**src/rtl/sft_pkg.sv**
```systemverilog
`timescale 1ns/1ps
package sft_pkg;

    localparam int unsigned DATA_W   = 9;
    localparam int unsigned BITS_W   = 4;
    localparam logic [BITS_W-1:0] MIN_BITS = 4'd5;
    localparam logic [BITS_W-1:0] MAX_BITS = 4'd9;

    typedef enum logic [2:0] {
        ST_IDLE,
        ST_START,
        ST_DATA,
        ST_PARITY,
        ST_STOP
    } tx_state_e;

    typedef struct packed {
        logic [BITS_W-1:0] nbits;
        logic              par_en;
        logic              two_stop;
    } frame_fmt_t;

endpackage

```
**src/rtl/sft_baud_gen.sv**
```systemverilog
`timescale 1ns/1ps
module sft_baud_gen #(
    parameter int unsigned DIV_W = 16
) (
    input  logic             clk,
    input  logic             rst_n,
    input  logic             restart,
    input  logic [DIV_W-1:0] div,
    output logic             tick
);
    logic [DIV_W-1:0] cnt;

    assign tick = (cnt == div);

    always_ff @(posedge clk) begin
        if (!rst_n) begin
            cnt <= '0;
        end else if (restart || tick) begin
            cnt <= '0;
        end else begin
            cnt <= cnt + 1'b1;
        end
    end
endmodule

```
**src/rtl/sft_fmt_decode.sv**
```systemverilog
`timescale 1ns/1ps
module sft_fmt_decode
    import sft_pkg::*;
(
    input  logic [DATA_W-1:0] raw_data,
    input  logic [BITS_W-1:0] cfg_bits,
    input  logic [1:0]        cfg_parity,
    input  logic              cfg_two_stop,
    output frame_fmt_t        fmt,
    output logic [DATA_W-1:0] data_masked,
    output logic              par_bit
);
    logic [BITS_W-1:0] nbits;
    logic              odd_sel;

    always_comb begin
        if (cfg_bits < MIN_BITS) begin
            nbits = MIN_BITS;
        end else if (cfg_bits > MAX_BITS) begin
            nbits = MAX_BITS;
        end else begin
            nbits = cfg_bits;
        end
    end

    // Keep only the active data bits: they feed both the shifter and the parity.
    for (genvar g = 0; g < DATA_W; g++) begin : g_mask
        assign data_masked[g] = raw_data[g] & (nbits > BITS_W'(g));
    end

    assign odd_sel      = (cfg_parity == 2'b10);
    assign par_bit      = (^data_masked) ^ odd_sel;
    assign fmt.nbits    = nbits;
    assign fmt.par_en   = (cfg_parity == 2'b01) || (cfg_parity == 2'b10);
    assign fmt.two_stop = cfg_two_stop;
endmodule

```
**src/rtl/sft_tx.sv**
```systemverilog
`timescale 1ns/1ps
module sft_tx
    import sft_pkg::*;
#(
    parameter int unsigned DIV_W = 16
) (
    input  logic             clk,
    input  logic             rst_n,
    input  logic [DIV_W-1:0] baud_div,
    input  logic             in_valid,
    output logic             in_ready,
    input  logic [8:0]       in_data,
    input  logic [3:0]       cfg_bits,
    input  logic [1:0]       cfg_parity,
    input  logic             cfg_two_stop,
    output logic             tx_line,
    output logic             busy
);
    tx_state_e         state, state_d;
    frame_fmt_t        fmt_in, fmt_q;
    logic [DATA_W-1:0] data_in, shreg;
    logic              par_in, par_q;
    logic [DIV_W-1:0]  div_q;
    logic [BITS_W-1:0] bit_cnt;
    logic              stop_cnt;
    logic              baud_tick;
    logic              accept;
    logic              last_stop;
    logic              last_data;

    sft_fmt_decode u_decode (
        .raw_data     (in_data),
        .cfg_bits     (cfg_bits),
        .cfg_parity   (cfg_parity),
        .cfg_two_stop (cfg_two_stop),
        .fmt          (fmt_in),
        .data_masked  (data_in),
        .par_bit      (par_in)
    );

    sft_baud_gen #(.DIV_W(DIV_W)) u_baud (
        .clk     (clk),
        .rst_n   (rst_n),
        .restart (accept),
        .div     (div_q),
        .tick    (baud_tick)
    );

    assign last_stop = (state == ST_STOP) && (!fmt_q.two_stop || stop_cnt);
    assign last_data = (bit_cnt == fmt_q.nbits - 4'd1);
    assign in_ready  = (state == ST_IDLE) || (last_stop && baud_tick);
    assign accept    = in_valid && in_ready;

    // Next-state logic
    always_comb begin
        state_d = state;
        unique case (state)
            ST_IDLE:   if (accept) state_d = ST_START;
            ST_START:  if (baud_tick) state_d = ST_DATA;
            ST_DATA:   if (baud_tick && last_data)
                           state_d = fmt_q.par_en ? ST_PARITY : ST_STOP;
            ST_PARITY: if (baud_tick) state_d = ST_STOP;
            ST_STOP:   if (baud_tick && last_stop)
                           state_d = accept ? ST_START : ST_IDLE;
            default:   state_d = ST_IDLE;
        endcase
    end

    // State register
    always_ff @(posedge clk) begin
        if (!rst_n) begin
            state <= ST_IDLE;
        end else begin
            state <= state_d;
        end
    end

    // Frame datapath: format captured at the handshake, shifted on ticks
    always_ff @(posedge clk) begin
        if (!rst_n) begin
            shreg    <= '0;
            fmt_q    <= '0;
            par_q    <= 1'b0;
            div_q    <= '0;
            bit_cnt  <= '0;
            stop_cnt <= 1'b0;
        end else if (accept) begin
            shreg    <= data_in;
            fmt_q    <= fmt_in;
            par_q    <= par_in;
            div_q    <= baud_div;
            bit_cnt  <= '0;
            stop_cnt <= 1'b0;
        end else if (baud_tick) begin
            if (state == ST_DATA) begin
                shreg   <= shreg >> 1;
                bit_cnt <= bit_cnt + 1'b1;
            end
            if (state == ST_STOP) begin
                stop_cnt <= 1'b1;
            end
        end
    end

    // Outputs
    always_comb begin
        busy = (state != ST_IDLE);
        unique case (state)
            ST_START:  tx_line = 1'b0;
            ST_DATA:   tx_line = shreg[0];
            ST_PARITY: tx_line = par_q;
            default:   tx_line = 1'b1;
        endcase
    end
endmodule

```
**config.mk**
```make
export PLATFORM = sky130hd
export DESIGN_NAME = sft_tx
export DESIGN_NICKNAME = d
export VERILOG_FILES = /design/src/rtl/sft_pkg.sv /design/src/rtl/sft_baud_gen.sv /design/src/rtl/sft_fmt_decode.sv /design/src/rtl/sft_tx.sv
export SDC_FILE = /design/constraint.sdc
export NUM_CORES = 1
export LEC_CHECK = 0
export CAP_MARGIN = 20
export CORE_AREA = 2 2 115 61
export CTS_BUF_LIST = sky130_fd_sc_hd__clkbuf_4 sky130_fd_sc_hd__clkbuf_8
export DETAILED_ROUTE_END_ITERATION = 8
export DIE_AREA = 0 0 117 63
export DONT_BUFFER_PORTS = 1
export GPL_TIMING_DRIVEN = 0
export PLACE_DENSITY = 0.59
export SETUP_SLACK_MARGIN = 0.2
export SKIP_CTS_REPAIR_TIMING = 1
export SLEW_MARGIN = 25
export SYNTH_ARGS = -nofsm -noshare
export SYNTH_HDL_FRONTEND = slang
export SYNTH_SLANG_ARGS = --single-unit
```
**constraint.sdc**
```tcl
create_clock -name clk -period 3.6 [get_ports clk]
set_input_delay 0.72 -clock clk [delete_from_list [all_inputs] [get_ports clk]]
set_output_delay 0.72 -clock clk [all_outputs]
set_load 0.03 [all_outputs]
```
==> flow_summary.json <==
{
  "status": "complete, no violations",
  "grt_pass1_vias": 2004,
  "diodes": 0,
  "final_common_cell": "dfxtp_1",
  "viasPerCell": 5.26,
  "tightest_slew_ns": 0.709,
  "yosysUniqueCellTypes": 48,
  "p_leak_nw": 1.19,
  "drc": 0,
  "io_pins": 38,
  "layout.nets": 373,
  "holdPathStages": 2,
  "grt_pass1_wl_um": 10800,
  "pwr-share-clk_pct": 21.8,
  "clock_path_buffers": 2,
  "antenna_found_initial": 0,
  "dp_hpwl_um": 5350,
  "setup-tns-final_ns": 0,
  "finalCritPeriodShare_pct": 89.3,
  "floorplan.initialDensity_pct": 43.6,
  "synth_nets": 366,
  "crit_path_max_fanout": 5,
  "drt-total-wl_um": 6840,
  "num_vias": 2245,
  "clock_skew_ns": 0.00889,
  "seqPwrFrac_pct": 40.5,
  "die_y_um": 63,
  "detail_route.first_pass.iterations": 4,
  "path_class": "register to output port",
  "cts-root-buf": "clkbuf_8",
  "netlist_area_um2": 2810,
  "clkSinkCount": 56,
  "yosysWarnings": 0,
  "min_period_ns": 3.21,
  "cts-htree-levels": 2,
  "hold_violations": 0,
  "vdd_drop_max_mv": 0.217,
  "cp_data_required_time_ns": 2.88,
  "max_freq_mhz": 311,
  "cap_viol_max_count": 0,
  "synth_top_area_share_pct": 40.0,
  "fill_cells": 658,
  "placed_area_um2": 2920,
  "die_w_um": 117,
  "power.internal_mw": 1.20,
  "yosysTopAreaCell": "dfxtp_1",
  "drive_gt1_share_pct": 7.76,
  "worst_slew_margin_rel_pct": 52.7,
  "syn_inst": 327,
  "power_frac_comb_pct": 37.7,
  "worstRegToRegCells": 7,
  "cts.clk_slew.worst_paths_ns": 0.10,
  "hold_class": "register to register",
  "drv_slew": 0,
  "cts_tree": "built",
  "synthTopCellsByArea": "dfxtp_1 (40%), xor2_1 (8.1%), nand2_1 (7.4%)",
  "cts_buffers": 5,
  "cp-end-kind": "output port",
  "ys_seq_elements": 56,
  "rsz0062_at_grt": "false",
  "crit_path_start_kind": "register",
  "final_cell_mix": "dfxtp_1 (56), nand2_1 (55), nor2_1 (28)",
  "power_mw": 1.98,
  "die_area_um2": 7370,
  "grt-ovfl-total": 0,
  "grt_max_degree": 17,
  "gp_routability_congestion": 0.816,
  "switching_share_pct": 39.0,
  "core_region_area_um2": 6440,
  "setup_viol_count_final": 0,
  "antenna_left": 0,
  "num_rows": 21,
  "avgSynthCellArea_um2": 8.58,
  "io_buffers": 0,
  "drt_iter0_markers": 184,
  "wire_per_inst_um": 16.0,
  "track_usage_pct": 19.8,
  "power.density_nw_per_um2": 652,
  "final_area_um2": 3030,
  "p_sw_uw": 771,
  "syn_to_final_growth_pct": 8.07,
  "arrival_ns": 2.49,
  "yosysSeqAreaShare_pct": 40.0,
  "worstSkewPairLatency_ns": 0.32
}
stage by stage:
| stage | instances | util (%) | worst slack, ns | hold slack [ns] |
|---|---|---|---|---|
| after floorplan | 327 | - | 0.990 | 0.440 |
| final | 427 | 47.1 | 0.385 | 0.469 |
| after global placement | 419 | 45.4 | 0.544 | 0.452 |
| after detailed placement | 419 | 45.4 | 0.529 | 0.458 |
| after global routing | 427 | 47.1 | 0.263 | 0.493 |
| after CTS | 427 | 47.1 | 0.155 | 0.472 |
synth_stat cells (all sizes together):
cell     instances
a32o             1
xnor2           16
dfxtp           56
o311ai           2
nand2b           4
clkbuf           9
and4             1
o31a             1
o21a             2
nor4             5
nand3            9
a21boi          24
a211oi           1
o211ai           1
nor2b            3
nor3b            3
nor2            29
a21oi           10
or3              5
nor3             4
or2              3
nand4            1
o21ai            9
xor2            26
and2             2
and3            10
o311a            1
a2111oi          1
ha               4
nand2           55
inv              6
o31ai            1
a32oi            4
o211a            1
or4              1
a311o            1
a31oi            3
buf              7
mux2i            5
cells by family after synthesis:
| logic type | count (synthesis) | synth area share [%] |
|---|---|---|
| xor+xnor | 42 | 13.1 |
| simple gates | 135 | 23.4 |
| compound gates | 63 | 16.2 |
| fa+ha+maj | 4 | 1.78 |
| mux | 5 | 1.78 |
| flops | 56 | 40.0 |
| buf+inv | 22 | 3.75 |
cell type report:
cell class / count / area [um2] / area share (%)
inverter: 6 / 22.5 / 0.743
buffer: 16 / 82.6 / 2.72
clock inverter: 2 / 35.0 / 1.16
tap: 92 / 115 / 3.80
sequential: 56 / 1120 / 37.0
multi-input combinational: 249 / 1580 / 52.1
clock buffer: 6 / 76.3 / 2.52
critical path: stages (launching register included):
cell and delay [ns]:
dfxtp_1 0.36, xor2_1 0.16, nor4_1 0.49, and4_1 0.42
nand2_1 0.15, a21boi_1 0.60
worst paths after layout:
kind,from,endpoint,slack (ns)
max reg2reg,u_baud.cnt[1],shreg[3],1.09
min,div_q[14],div_q[14],0.47
min reg2reg,div_q[14],div_q[14],0.47
max,u_baud.cnt[1],in_ready,0.39
layer usage:
layer	GRT usage, %	vias up	routed length [um]
li1	-	1136	-
met1	35.1	1037	3880
met2	21.7	67	2210
met3	5.53	5	724
met4	3.97	0	27
met5	0	-	0
power groups by stage:
stage	registers (mW)	clock network [mW]	logic, mW
final	0.800	0.431	0.744
after global routing	0.814	0.466	0.829
after CTS	0.800	0.439	0.743
after detailed placement	0.814	0	0.740
after global placement	0.812	0	0.735
after floorplan	0.790	0	0.581
state kept, by name, indices dropped and copies added (netlist names):
signal,flops
fmt_q,6
shreg,9
bit_cnt,4
stop_cnt,1
div_q,16
par_q,1
state,3
u_baud.cnt,16
Power figures use the tool's default switching activity.
